**config.mk**
```make
export PLATFORM = sky130hd
export DESIGN_NAME = edge_count_rx
export DESIGN_NICKNAME = d
export VERILOG_FILES = /design/src/rtl/ecr_pkg.sv /design/src/rtl/ecr_sync.sv /design/src/rtl/ecr_tick_timer.sv /design/src/rtl/ecr_edge_win.sv /design/src/rtl/edge_count_rx.sv
export SDC_FILE = /design/constraint.sdc
export NUM_CORES = 1
export LEC_CHECK = 0
export BUFFER_PORTS_ARGS = -buffer_cell sky130_fd_sc_hd__buf_4
export CAP_MARGIN = 20
export CELL_PAD_IN_SITES_DETAIL_PLACEMENT = 0
export CELL_PAD_IN_SITES_GLOBAL_PLACEMENT = 2
export CORE_MARGIN = 2
export CORE_UTILIZATION = 38
export CTS_BUF_LIST = sky130_fd_sc_hd__clkbuf_16
export DETAILED_ROUTE_END_ITERATION = 10
export HOLD_SLACK_MARGIN = 0.03
export PLACE_DENSITY_LB_ADDON = 0.1
export SLEW_MARGIN = 20
export SYNTH_ARGS = -nofsm -noshare
export SYNTH_HDL_FRONTEND = slang
export SYNTH_SLANG_ARGS = --single-unit
```
**constraint.sdc**
```tcl
create_clock -name clk -period 3.05 [get_ports clk]
set_input_delay 0.305 -clock clk [delete_from_list [all_inputs] [get_ports clk]]
set_output_delay 0.305 -clock clk [all_outputs]
set_load 0.01 [all_outputs]
```
**src/rtl/ecr_pkg.sv**
```systemverilog
package ecr_pkg;
  typedef enum logic [1:0] {
    PH_IDLE = 2'd0,
    PH_TURN = 2'd1,
    PH_BITS = 2'd2
  } rx_phase_e;
endpackage

```
**src/rtl/ecr_sync.sv**
```systemverilog
module ecr_sync #(
  parameter int STAGES = 2
) (
  input  logic clk,
  input  logic rst_n,
  input  logic din,
  output logic level,
  output logic toggle
);
  logic [STAGES-1:0] chain;
  logic              last_q;

  always_ff @(posedge clk or negedge rst_n) begin
    if (!rst_n) begin
      chain  <= '0;
      last_q <= 1'b0;
    end else begin
      chain  <= {chain[STAGES-2:0], din};
      last_q <= chain[STAGES-1];
    end
  end

  assign level  = chain[STAGES-1];
  assign toggle = level ^ last_q;
endmodule

```
**src/rtl/ecr_tick_timer.sv**
```systemverilog
module ecr_tick_timer #(
  parameter int TURN_TICKS = 490,
  parameter int WIN_TICKS  = 150
) (
  input  logic clk,
  input  logic rst_n,
  input  logic clr,
  input  logic run,
  input  logic tick_en,
  input  logic in_bits,
  output logic wrap
);
  localparam int MAXT = (TURN_TICKS > WIN_TICKS) ? TURN_TICKS : WIN_TICKS;
  localparam int TW   = $clog2(MAXT);

  logic [TW-1:0] tc_q;
  logic [TW-1:0] limit_m1;

  assign limit_m1 = in_bits ? TW'(WIN_TICKS - 1) : TW'(TURN_TICKS - 1);
  assign wrap     = run && tick_en && (tc_q == limit_m1);

  always_ff @(posedge clk or negedge rst_n) begin
    if (!rst_n) begin
      tc_q <= '0;
    end else if (clr) begin
      tc_q <= '0;
    end else if (run && tick_en) begin
      tc_q <= wrap ? '0 : tc_q + 1'b1;
    end
  end
endmodule

```
**src/rtl/ecr_edge_win.sv**
```systemverilog
module ecr_edge_win #(
  parameter int EDGE_LO = 20,
  parameter int EDGE_HI = 60
) (
  input  logic clk,
  input  logic rst_n,
  input  logic clr,
  input  logic count_en,
  input  logic toggle,
  input  logic close,
  output logic bit_val
);
  localparam int CW = $clog2(EDGE_HI + 1);

  logic [CW-1:0] ec_q;
  logic [CW-1:0] ec_next;

  always_comb begin
    ec_next = ec_q;
    if (count_en && toggle && (ec_q != CW'(EDGE_HI))) begin
      ec_next = ec_q + 1'b1;
    end
  end

  assign bit_val = (ec_next > CW'(EDGE_LO)) && (ec_next < CW'(EDGE_HI));

  always_ff @(posedge clk or negedge rst_n) begin
    if (!rst_n) begin
      ec_q <= '0;
    end else if (clr || close) begin
      ec_q <= '0;
    end else begin
      ec_q <= ec_next;
    end
  end
endmodule

```
**src/rtl/edge_count_rx.sv**
```systemverilog
module edge_count_rx #(
  parameter int TURN_TICKS  = 490,
  parameter int WIN_TICKS   = 150,
  parameter int EDGE_LO     = 20,
  parameter int EDGE_HI     = 60,
  parameter int MAX_BITS    = 16,
  parameter int SYNC_STAGES = 2,
  parameter int REQ_W       = 6,
  localparam int CNT_W      = $clog2(MAX_BITS + 1)
) (
  input  logic                clk,
  input  logic                rst_n,
  input  logic                tick_en,
  input  logic                rx_level,
  input  logic                start,
  input  logic [REQ_W-1:0]    req_bits,
  output logic [MAX_BITS-1:0] rx_data,
  output logic [CNT_W-1:0]    rx_nbits,
  output logic                done
);
  import ecr_pkg::*;

  localparam int IDX_W = (MAX_BITS > 1) ? $clog2(MAX_BITS) : 1;

  rx_phase_e           phase_q;
  logic [IDX_W-1:0]    idx_q;
  logic [CNT_W-1:0]    need_q;
  logic [MAX_BITS-1:0] shreg_q;
  logic [MAX_BITS-1:0] word_now;
  logic [CNT_W-1:0]    req_len;
  logic                lvl_sync;
  logic                edge_seen;
  logic                wrap;
  logic                win_close;
  logic                bit_val;
  logic                last_bit;

  // limit the requested length
  assign req_len = (req_bits > REQ_W'(MAX_BITS)) ? CNT_W'(MAX_BITS) : CNT_W'(req_bits);

  ecr_sync #(.STAGES(SYNC_STAGES)) u_sync (
    .clk    (clk),
    .rst_n  (rst_n),
    .din    (rx_level),
    .level  (lvl_sync),
    .toggle (edge_seen)
  );

  ecr_tick_timer #(.TURN_TICKS(TURN_TICKS), .WIN_TICKS(WIN_TICKS)) u_timer (
    .clk     (clk),
    .rst_n   (rst_n),
    .clr     (start),
    .run     (phase_q != PH_IDLE),
    .tick_en (tick_en),
    .in_bits (phase_q == PH_BITS),
    .wrap    (wrap)
  );

  assign win_close = wrap && (phase_q == PH_BITS);

  ecr_edge_win #(.EDGE_LO(EDGE_LO), .EDGE_HI(EDGE_HI)) u_win (
    .clk      (clk),
    .rst_n    (rst_n),
    .clr      (start),
    .count_en (phase_q == PH_BITS),
    .toggle   (edge_seen),
    .close    (win_close),
    .bit_val  (bit_val)
  );

  assign last_bit = ((CNT_W'(idx_q) + 1'b1) == need_q);

  always_comb begin
    word_now        = shreg_q;
    word_now[idx_q] = bit_val;
  end

  always_ff @(posedge clk or negedge rst_n) begin
    if (!rst_n) begin
      phase_q  <= PH_IDLE;
      idx_q    <= '0;
      need_q   <= '0;
      shreg_q  <= '0;
      rx_data  <= '0;
      rx_nbits <= '0;
      done     <= 1'b0;
    end else begin
      done <= 1'b0;
      if (start) begin
        rx_data  <= '0;
        rx_nbits <= req_len;
        shreg_q  <= '0;
        idx_q    <= '0;
        need_q   <= req_len;
        if (req_len == '0) begin
          phase_q <= PH_IDLE;
          done    <= 1'b1;
        end else begin
          phase_q <= PH_TURN;
        end
      end else begin
        unique case (phase_q)
          PH_TURN: begin
            if (wrap) phase_q <= PH_BITS;
          end
          PH_BITS: begin
            if (win_close) begin
              shreg_q <= word_now;
              if (last_bit) begin
                rx_data <= word_now;
                done    <= 1'b1;
                phase_q <= PH_IDLE;
              end else begin
                idx_q <= idx_q + 1'b1;
              end
            end
          end
          default: ;
        endcase
      end
    end
  end

  logic unused_lvl;
  assign unused_lvl = lvl_sync;
endmodule

```
# Word-level counts from Yosys, hierarchy flattened
# Cells that the tools add are included.
[word_totals]
reg_bits = 62
inputBits = 11
out_inout_bits = 22
wordCells = 80
[classes]
n_addsub = 4
order_cmp = 5
n_eq_ne = 9
n_mux = 32
n_bitwise = 1
n_reduce_logical = 19
[ops]
columns = ["operator", "count"]
rows = [
  ["$mux W16", 7],
  ["$mux W9", 4],
  ["$bwmux W16", 1],
  ["$mux W4", 4],
  ["$gt A6 B5 Y1 const B", 2],
  ["$mux W6", 2],
  ["$reduce_bool A2 Y1", 5],
  ["$add A9 B1 Y9 const B", 1],
  ["$eq A9 B9 Y1", 1],
  ["$mux W2", 4],
  ["$logic_and A1 B1 Y1", 7],
  ["$mux W1", 7],
  ["$add A6 B1 Y6 const B", 1],
  ["$lt A6 B6 Y1 const B", 1],
  ["$ne A3 B2 Y1 const B", 2],
  ["$ne A6 B6 Y1 const B", 1],
  ["$reduce_and A3 Y1", 2],
  ["$add A4 B1 Y5 const B", 1],
  ["$eq A5 B5 Y1", 1],
  ["$logic_not A5 Y1", 1],
  ["$lt A4 B5 Y1 const B", 1],
  ["$mux W5", 1],
  ["$add A4 B1 Y4 const B", 1],
  ["$demux W1 S4", 1],
  ["11 further kinds", 11],
]

# Depth between registers and ports, before layout
# Gate-level depths: netlist (run 1).
[logic_depth]
ltp_word = 11
ltp_mapped = 10
mapped_depth_nobuf = 8

# Modules after synthesis
# From an unflattened synthesis (run 1), not the netlist that was laid out.
[unflattened]
cells_unflattened = 359
hier_area_um2 = 3430.8
[modules_own_cells]
columns = ["mod", "instances", "cells_each", "area_each_um2", "seq_area_each_um2"]
rows = [
  ["edge_count_rx", 1, 252, 2349.8, 1101.1],
  ["ecr_tick_timer", 1, 55, 544.3, 225.2],
  ["ecr_edge_win", 1, 48, 452.9, 150.1],
  ["ecr_sync", 1, 4, 83.8, 75.1],
]

# Worst setup path before layout (run 1)
# No wires, ideal clock.
[synth_path]
path_kind = "flip-flop to flip-flop"
startpoint = "register idx_q[0]"
endpoint = "register rx_data[11]"
setup_ps = 121
t_arrival_ps = 2256
t_required_ps = 2929
slack_ps = 674
path_stages_with_launch = 9
path_buffers = 2
path_cell_list = "dfrtp_1 ha_1 or4_4 a311o_1 buf_6 buf_6 o21ai_2 a21oi_1 a41o_1"
[synth_via]
elab_chain_cells = 9
elab_cells_between_ends = 14
cone_classes = "add/sub: 1; order compare: 2; eq/ne: 1; mux: 7; reduce/logical: 3"
[synth_lines]
columns = ["element", "line", "text"]
rows = [
  ["start: declaration", "edge_count_rx.sv:26", "logic [IDX_W-1:0] idx_q;"],
  ["start signal: assignment", "edge_count_rx.sv:114", "idx_q <= idx_q + 1'b1;"],
  ["$lt A4 B5 Y1 (implied by the code) or $ge A4 B1 Y1 (tied branches)", "edge_count_rx.sv:75", "word_now[idx_q] = bit_val;"],
  ["$logic_and A1 B1 Y1 (implied by the code)", "edge_count_rx.sv:75", ""],
  ["$mux W1 (implied by the code)", "edge_count_rx.sv:75", ""],
  ["$demux W1 S4", "edge_count_rx.sv:75", ""],
  ["$bwmux W16", "edge_count_rx.sv:75", ""],
  ["$mux W16", "edge_count_rx.sv:109", "if (last_bit) begin"],
  ["$mux W16", "edge_count_rx.sv:107", "if (win_close) begin"],
  ["$mux W16", "edge_count_rx.sv:102", "unique case (phase_q)"],
  ["$mux W16", "edge_count_rx.sv:89", "if (start) begin"],
  ["end signal: assignment", "edge_count_rx.sv:110", "rx_data <= word_now;"],
  ["end: declaration", "edge_count_rx.sv:17", "output logic [MAX_BITS-1:0] rx_data,"],
]
# Several ways; a longest one is shown, not always the timed one. The select of a mux whose other input is x is not followed.
# A chain may end at the register's enable or synchronous reset.

# Final worst setup path (run 1)
[layout_path]
startpoint = "register idx_q[0]"
endpoint = "register rx_data[3]"
# The elaborated chain is that of the path after synthesis.

==> results of run 1 <==
where the power goes:
part	internal (W)	leakage, nW	switching [W]	total, W
logic	0.0000302	0.983	0.0000572	0.0000874
registers	0.000832	0.850	0.0000108	0.000843
clock network	0.000619	0.140	0.000371	0.000990
state kept, by name, summed over array words and instances, names as in the netlist:
register and count:
phase_q 2, done 1, shreg_q 16, u_win.ec_q 6, u_sync.chain 2, u_sync.last_q 1, idx_q 4, rx_data 16
u_timer.tc_q 9, need_q 5
layout make-up:
cell class / instances / area (µm²) / share of cell area
Multi-Input combinational cell: 288 / 1920 / 0.452
Sequential cell: 62 / 1550 / 0.365
Timing Repair Buffer: 39 / 293 / 0.0689
Clock buffer: 9 / 225 / 0.0530
Tap cell: 129 / 161 / 0.0380
Clock inverter: 6 / 55.1 / 0.0130
Inverter: 11 / 41.3 / 0.00972
worst paths after layout:
check / startpoint / end / slack, ps / cells past startpoint
worst min-delay path: rst_n / u_win.ec_q[3] / 80 / 1
worst max-delay path: idx_q[0] / rx_data[3] / 310 / 7
worst min register to register: u_sync.chain[0] / u_sync.chain[1] / 350 / 0
worst max register to register: idx_q[0] / rx_data[3] / 310 / 7
max in group asynchronous: rst_n / need_q[0] / 2430 / 1
min in group clk: rx_level / u_sync.chain[0] / 90 / 1
layout by cell type, fill, tap and decap left out, drive strengths merged, types with 2 or more instances in the layout:
| cell | instances |
|---|---|
| dfrtp | 62 |
| buf | 39 |
| nand2 | 33 |
| o21ai | 33 |
| nand3 | 28 |
| a21oi | 23 |
| nand2b | 20 |
| nand4 | 20 |
| nor2 | 20 |
| mux2i | 17 |
| a41o | 16 |
| inv | 12 |
| xor2 | 11 |
| xnor2 | 9 |
| clkbuf | 9 |
| ha | 8 |
| and2 | 7 |
| nor2b | 7 |
| nor3 | 7 |
| and3 | 5 |
| nor4 | 4 |
| clkinv | 3 |
| nor4b | 2 |
| a311oi | 2 |
| o21a | 2 |
stage by stage:
step | setup WS [ps] | util | area [µm²] | instances | total power [W]
floorplan | 674 | - | 3680 | 391 | 0.000900
global placement | 361 | 0.425 | 3970 | 529 | 0.000947
detailed placement | 310 | 0.425 | 3970 | 529 | 0.000948
CTS | 301 | 0.455 | 4250 | 544 | 0.00195
global route | 182 | 0.455 | 4250 | 544 | 0.00200
finish | 305 | 0.455 | 4250 | 544 | 0.00192
synthesized netlist by cell type (2+ instances only):
cell type	count	area share
nand2_1	33	0.034
a21oi_1	23	0.031
and2_1	7	0.012
buf_2	9	0.012
o21ai_0	14	0.019
xor2_1	11	0.026
and3_1	5	0.0085
buf_6	4	0.012
nor2_1	19	0.019
dfrtp_1	62	0.42
nor3_2	2	0.0054
ha_1	8	0.027
buf_4	3	0.0061
mux2i_1	17	0.046
xnor2_1	9	0.021
nor3_1	5	0.0068
inv_1	11	0.011
nand4_1	20	0.034
o21ai_2	8	0.019
nand2b_1	20	0.034
nor2b_1	6	0.010
o21ai_1	11	0.015
nand3_1	28	0.038
a41o_1	16	0.044
clkbuf_1	14	0.014
nor4_1	3	0.0051
cells by family (layout without fill, tap and decap cells):
group / Yosys count / after routing / share of synthesized area
AND/OR/NAND/NOR: 158 / 158 / 0.238
AO/OA/AOI/OAI: 85 / 85 / 0.163
flip-flops: 62 / 62 / 0.422
buffers and inverters: 41 / 65 / 0.0561
XOR/XNOR: 20 / 20 / 0.0476
multiplexers: 17 / 17 / 0.0463
adder cells (fa/ha/maj): 8 / 8 / 0.0272
routing by layer:
layer | vias up | part of all wire | GRT usage
met5 | - | 0 | 0
met4 | 0 | 0.011 | 0.0646
met3 | 9 | 0.032 | 0.0267
met2 | 48 | 0.45 | 0.310
met1 | 1505 | 0.50 | 0.294
li1 | 1448 | - | -
worst max-delay path, delay by kind of cell (launching register included):
kind	cells	cell delay [ps]
buffers and inverters	1	300
AO/OA/AOI/OAI	4	1060
AND/OR/NAND/NOR	1	560
adder cells (fa/ha/maj)	1	260
flip-flops	1	440
==> results.json, run 1 <==
{
  "skew_ps": 7.57,
  "synthesis.nets": 410,
  "p_leak_nw": 1.97,
  "cts_setup_buffers": 0,
  "relSlewSlack": 0.436,
  "path_class": "reg -> reg",
  "core_area_um2": 9330,
  "async_reset_ff_frac": 1.00,
  "track_usage": 0.201,
  "area_delta_synth_final_pct": 15.5,
  "drive_gt1_frac": 0.171,
  "slowest_delay_ps": 650,
  "syn_avg_cell_area_um2": 9.40,
  "grt_remaining_overflow": 0,
  "rows": 35,
  "antenna_found_initial": 0,
  "worstPathCellList": "ha_1 -> or4_4 -> a311o_1 -> buf_4 -> o21ai_1 -> a21oi_1 -> a41o_1",
  "port_buffers": 32,
  "drt-initial-drc-count": 151,
  "floorplan.initialDensity": 0.394,
  "setup_violations": 0,
  "rsz0062_at_grt": "no",
  "first_pass_iters": 5,
  "cts_root_buf": "clkbuf_16",
  "grt_max_degree": 63,
  "io_pins": 33,
  "worstSkewPairLatency_ps": 330,
  "ys_ff_latch": 62,
  "syn_inst": 391,
  "die_area_um2": 10500,
  "synth_area_um2": 3680,
  "ctsResizeCount": 0,
  "finalCritPeriodShare": 0.900,
  "dr_total_vias": 3010,
  "gp_congestion": 0.780,
  "htree_num_levels": 3,
  "cp.arrival_ps": 2960,
  "hold_viol_final": 0,
  "drv_slew": 0,
  "ir_worst_vdd_v": 0.000273,
  "drc": 0,
  "n_antenna_cell": 0,
  "ant_nets": 0,
  "clkSinkCount": 62,
  "synth_edf_count": 0,
  "path_max_fanout": 13,
  "grt_pass1_vias": 3013,
  "ys_types": 49,
  "max_freq_mhz": 364,
  "cap_violations": 0,
  "hp-class": "in -> async",
  "nets": 430,
  "fin_hold_ws_ps": 75.4,
  "cp-start-kind": "flip-flop",
  "status": "complete, no violations",
  "die_h_um": 102,
  "fp.dieW_um": 102,
  "grt_pass1_wl_mm": 16.2,
  "place_hpwl_mm": 5.96,
  "nFillCells": 925,
  "postCtsHoldBufs": 0,
  "cpMaxStageDelayCell": "a311o_1",
  "required_ps": 3260,
  "clkTransAtPathRegs_ps": 50,
  "powerDensity_nw_per_um2": 452,
  "wirelength_mm": 9.59,
  "wl_per_cell_um": 17.6,
  "viasPerCell": 5.53,
  "end_kind": "flip-flop",
  "numCtsBuffers": 9,
  "ys_seq_area_frac": 0.422,
  "period_needed_ps": 2740,
  "finalSetupTns_ps": 0,
  "tritoncts": "yes",
  "clockBufferDepth": 2,
  "synth_ff_type": "dfrtp_1",
  "worst_slew_pin_slew_ps": 845,
  "yosysWarnings": 0
}
(Power assumes the default switching activity.)
==> run 2, diff against run 1 <==
ABC_AREA = 1   (was default)
CORE_UTILIZATION = 35   (was 38)
==> run 2 against run 1 <==
Synthesized cell count is 5.4% higher. Global-route usage is 3.1 points lower. Die area is 0.24% lower. Power is 16% higher. Register-to-register slack better by 440 ps. Sequential share of layout area is 2.2 points higher. Largest power group unchanged.
==> results.json, run 2 <==
{
  "path_max_fanout": 16,
  "r2r_setup_slack_ps": 750,
  "clockBufferDepth": 2,
  "power.share.switching": 0.276,
  "placed_area_um2": 3720,
  "design_area_um2": 4010,
  "drc": 0,
  "synthesis.nets": 431,
  "path_class": "reg -> reg",
  "period_needed_ps": 2300,
  "dr_total_vias": 2734,
  "synth_most_common_cell": "nand2_1",
  "skew_ps": 6.84,
  "area_delta_synth_final_pct": 18.6,
  "synth_edf_count": 0,
  "drive_gt1_frac": 0.164,
  "synth_area_um2": 3380,
  "io_pins": 33,
  "crit_family": "simple AND/OR/NAND/NOR gates",
  "critPathMostFrequentCell": "nand2_1",
  "setup_violations": 0,
  "clockPowerShare": 0.438,
  "clkSinkCount": 62,
  "die_h_um": 102,
  "syn_avg_cell_area_um2": 8.20,
  "die_area_um2": 10500,
  "worst_slew_pin_slew_ps": 797,
  "place_hpwl_mm": 5.35,
  "hp-class": "in -> async",
  "cp.arrival_ps": 2510,
  "n_antenna_cell": 0,
  "async_reset_ff_frac": 1.00,
  "relSlewSlack": 0.469,
  "tritoncts": "yes",
  "critPathBufInv": 1,
  "power_w": 0.00222,
  "synth_top_area_frac": 0.459,
  "gp_congestion": 0.793,
  "cts_root_buf": "clkbuf_16",
  "drv_slew": 0,
  "finalCritPeriodShare": 0.756,
  "rows": 35,
  "seq_power_share": 0.414,
  "reg.largest.list": "rx_data: 16 flops, shreg_q: 16 flops, u_timer.tc_q: 9 flops",
  "rsz0062_at_grt": "no",
  "p_int_w": 0.00161,
  "end_kind": "flip-flop",
  "fp.dieW_um": 102,
  "nets": 466,
  "syn_inst": 412,
  "worstSkewPairLatency_ps": 330,
  "htree_num_levels": 3,
  "final_common_cell": "nand2_1",
  "yosysTopAreaCell": "dfrtp_1",
  "cpMaxStageDelayCell": "o21ai_4",
  "viasPerCell": 4.71,
  "hold_viol_final": 0,
  "ant_nets": 0,
  "synthTopCellsByCount": "111 x nand2_1, 62 x dfrtp_1, 54 x nand3_1",
  "ys_ff_latch": 62,
  "worstPathCellList": "inv_1 -> ha_1 -> nand2_1 -> nand3b_4 -> nand2_4 -> nand2_1 -> o21ai_2 -> nand2_1 -> o21ai_4 -> nand3_1 -> nand3_1 -> nand2_1",
  "synth_ff_type": "dfrtp_1",
  "postCtsHoldBufs": 0,
  "track_usage": 0.170,
  "antenna_found_initial": 0,
  "wl_per_cell_um": 13.7,
  "numCtsBuffers": 9,
  "cp-start-kind": "flip-flop",
  "p_leak_nw": 2.02,
  "core_area_um2": 9280,
  "grt_pass1_vias": 2674,
  "clkTransAtPathRegs_ps": 50,
  "slowest_delay_ps": 570,
  "finalSetupTns_ps": 0,
  "ir_worst_vdd_v": 0.000256,
  "yosysWarnings": 0,
  "cts_setup_buffers": 0,
  "ctsResizeCount": 0,
  "floorplan.initialDensity": 0.364,
  "mostFrequentLayoutCells": "111 x nand2_1, 62 x dfrtp_1, 54 x nand3_1, 44 x nor2_1, 37 x inv_1",
  "grt_max_degree": 63,
  "first_pass_iters": 4,
  "grt_remaining_overflow": 0,
  "grt_pass1_wl_mm": 13.6,
  "status": "complete, no violations",
  "max_freq_mhz": 434,
  "ys_seq_area_frac": 0.459,
  "cap_violations": 0,
  "required_ps": 3260,
  "p_switching_w": 0.000613,
  "synth.area.top_cells": "dfrtp_1 46%, nand2_1 12%, nand3_1 8.0%",
  "combPwrFrac": 0.147,
  "port_buffers": 32,
  "wirelength_mm": 7.93,
  "ys_types": 37,
  "drt-initial-drc-count": 126,
  "powerDensity_nw_per_um2": 555
}
run 2: cell types whose count changed in the layout (fill, tap and decap cells not counted), sizes merged, moves of 20 or more:
cell,delta
nand2b,-20
nor2,+25
nand2,+82
inv,+29
nand3,+38
run 2: metrics by stage:
step	hold slack, ps	setup slack [ps]	utilization	std cells
2_1_floorplan	9.41	1080	-	412
3_3_place_gp	336	758	0.401	565
3_5_place_dp	341	731	0.401	565
4_1_cts	88.4	719	0.431	581
5_1_grt	85.4	555	0.431	581
6_report	68.2	745	0.431	581
run 2: final cells by class:
class / instances / area (µm²)
Fill cell: 982 / 5280
Multi-Input combinational cell: 297 / 1590
Sequential cell: 62 / 1550
Timing Repair Buffer: 35 / 263
Clock buffer: 9 / 225
Inverter: 42 / 161
Tap cell: 129 / 161
Clock inverter: 7 / 57.6
run 2: final timing paths:
path	startpoint	depth (start not counted)	to
max reg2reg	u_win.ec_q[0]	12	rx_data[5]
min in group clk	rx_level	1	u_sync.chain[0]
max	u_win.ec_q[0]	12	rx_data[5]
min reg2reg	u_sync.chain[0]	0	u_sync.chain[1]
min	rst_n	1	u_timer.tc_q[1]
max in group asynchronous	rst_n	1	shreg_q[15]
run 2: power by group through the flow:
| stage | Sequential [W] | Clock, W | Combinational [W] |
|---|---|---|---|
| floorplan | 0.000934 | 0 | 0.000228 |
| global placement | 0.000936 | 0 | 0.000335 |
| detailed placement | 0.000936 | 0 | 0.000336 |
| CTS | 0.000922 | 0.00100 | 0.000337 |
| global route | 0.000929 | 0.00104 | 0.000378 |
| finish | 0.000922 | 0.000974 | 0.000328 |
run 2: per-layer routing:
layer | track usage | vias up | wire, µm
met5 | 0 | - | 0
met4 | 0.0462 | 0 | 72
met3 | 0.0458 | 5 | 222
met2 | 0.267 | 34 | 3640
met1 | 0.234 | 1291 | 4000
li1 | - | 1404 | -
run 2: cells by family after synthesis:
group / Yosys count / synth area share
AOI/OAI and AO/OA: 39 / 0.0778
xor gates and xnor gates: 12 / 0.0311
adders and majority gates: 8 / 0.0296
buffers and inverters: 53 / 0.0715
DFF: 62 / 0.459
and+or+nand+nor: 238 / 0.331
==> run 3, diff against run 2 <==
ABC_AREA = 0   (was 1)
CORE_UTILIZATION = 34   (was 35)
clock period = 2.1 ns   (was 3.05 ns; I/O delays follow)
==> run 3 against run 2 <==
The flow now finishes with violations (negative setup slack). Combinational power is 44% lower. Final cell count is 6.4% higher. Clock-buffer cell count stayed put. Sequential share of layout area is 8.4 points lower. First-iteration DRC count is 9.5% lower.
==> results.json, run 3 (synthesis results as in run 1) <==
{
  "mostFrequentLayoutCells": "89 x buf_4, 57 x dfrtp_1, 32 x nand2_1, 27 x nand3_1, 20 x nand4_1",
  "worstSkewPairLatency_ps": 330,
  "hold_viol_final": 0,
  "fin_hold_ws_ps": 130,
  "seq_power_share": 0.412,
  "wl_met1_mm": 5.37,
  "area_delta_synth_final_pct": 39.6,
  "io_pins": 33,
  "max_freq_mhz": 463,
  "n_antenna_cell": 0,
  "slowest_delay_ps": 540,
  "crit_family": "simple AND/OR/NAND/NOR gates",
  "cts_root_buf": "clkbuf_16",
  "fp.dieW_um": 108,
  "status": "finished with violations",
  "grt_max_degree": 41,
  "place_inst": 590,
  "path_max_fanout": 10,
  "die_h_um": 108,
  "clkTransAtPathRegs_ps": 50,
  "grt_remaining_overflow": 0,
  "floorplan.initialDensity": 0.353,
  "worstPathCellList": "nor2b_1 -> or4_4 -> buf_6 -> a311oi_4 -> buf_6 -> buf_12 -> nand4_1 -> a21oi_2 -> a41o_1",
  "final_common_cell": "buf_4",
  "dr_total_vias": 3293,
  "track_usage": 0.197,
  "die_area_um2": 11700,
  "antenna_found_initial": 0,
  "hp-class": "in -> reg",
  "wirelength_mm": 11.1,
  "grt_pass1_vias": 3313,
  "place_hpwl_mm": 6.93,
  "drive_gt1_frac": 0.361,
  "violations": "negative setup slack",
  "nFillCells": 1006,
  "drc": 0,
  "relSlewSlack": 0.607,
  "p_switching_w": 0.000651,
  "first_pass_iters": 4,
  "drt-initial-drc-count": 114,
  "wl_met2_mm": 5.33,
  "combPwrFrac": 0.063,
  "placed_area_um2": 4500,
  "met3_length_um": 299,
  "port_buffers": 32,
  "clkSinkCount": 62,
  "p_int_w": 0.00231,
  "clockBufferDepth": 2,
  "period_needed_ps": 2160,
  "ant_nets": 0,
  "skew_ps": 6.52,
  "rsz0062_at_grt": "yes",
  "core_area_um2": 10400,
  "drv_slew": 0,
  "rows": 37,
  "tritoncts": "yes",
  "numCtsBuffers": 9,
  "finalWorstSetupSlack_ps": -62.0,
  "cp-start-kind": "flip-flop",
  "setup_violations": 19,
  "path_class": "reg -> reg",
  "critPathMostFrequentCell": "buf_6",
  "nets": 496,
  "grt_pass1_wl_mm": 17.6,
  "finalCritPeriodShare": 1.03,
  "required_ps": 2360,
  "htree_num_levels": 3,
  "p_leak_nw": 2.36,
  "power.share.switching": 0.220,
  "cpMaxStageDelayCell": "or4_4",
  "cap_violations": 0,
  "design_area_um2": 5130,
  "highest_layer": "met4",
  "cp.arrival_ps": 2430,
  "end_kind": "flip-flop",
  "viasPerCell": 5.33,
  "reg.largest.list": "rx_data: 16 flops, shreg_q: 16 flops, u_timer.tc_q: 9 flops",
  "fin_cells": 618,
  "clockPowerShare": 0.526,
  "wl_per_cell_um": 18.0,
  "fin_util": 0.493,
  "critPathBufInv": 3,
  "gp_congestion": 0.826,
  "powerDensity_nw_per_um2": 577,
  "ir_worst_vdd_v": 0.000293,
  "worst_slew_pin_slew_ps": 590
}
[run 3: power groups by stage]
stage | sequential [W] | clock (W) | combinational, W
after floorplan | 0.00124 | 0 | 0.0000643
after global placement | 0.00124 | 0 | 0.000167
after detailed placement | 0.00124 | 0 | 0.000168
after CTS | 0.00122 | 0.00159 | 0.000173
after global routing | 0.00122 | 0.00164 | 0.000204
final | 0.00122 | 0.00156 | 0.000185
[run 3: per-stage QoR]
step                      setup TNS, ps  total power (W)  setup slack [ps]
after global placement             -839          0.00141             -73.0
after floorplan                   -1270          0.00131              -126
after detailed placement          -2060          0.00141              -131
final                              -783          0.00296             -62.0
after global routing              -2660          0.00307              -152
after CTS                          -387          0.00299             -43.0
[run 3: worst paths after layout]
check,start,cells after the start,slack (ps),end
worst max register to register,idx_q[2],9,-60,rx_data[6]
min in group asynchronous,rst_n,2,430,u_timer.tc_q[4]
max in group asynchronous,rst_n,3,1130,u_win.ec_q[0]
worst max-delay path,idx_q[2],9,-60,rx_data[6]
worst min register to register,u_sync.chain[0],0,350,u_sync.chain[1]
worst min-delay path,req_bits[3],3,130,need_q[3]
[run 3: layer usage]
| layer | vias to the layer above | global-route usage |
|---|---|---|
| li1 | 1575 | - |
| met1 | 1659 | 0.264 |
| met2 | 48 | 0.325 |
| met3 | 11 | 0.0265 |
| met4 | 0 | 0.0742 |
| met5 | - | 0 |
[run 3: worst reg2reg max path, delay by kind of cell, from the launching register on]
kind                   cells  cell delay [ps]
and+or+nand+nor            3              790
buffers and inverters      3              450
DFF                        1              380
AOI/OAI and AO/OA          3              480
[run 3: repair_timing]
| action | CTS | global route |
|---|---|---|
| hold buffers | 2 | 0 |
| pin swaps | 9 | 30 |
| setup endpoints to repair | 27 | 40 |
| resized for setup | 12 | 38 |
| hold endpoints to repair | 40 | 0 |
| buffers inserted | 0 | 8 |
| gates cloned | 0 | 2 |
[run 3: final cells by class]
class	instances	area [µm²]	share of cell area
multi-input cells	288	2150	0.418
flip-flops and latches	62	1560	0.304
repair buffers	105	912	0.178
clock buffers	9	225	0.0439
well taps	136	170	0.0332
clock inverters	7	80.1	0.0156
inverters	11	41.3	0.00804
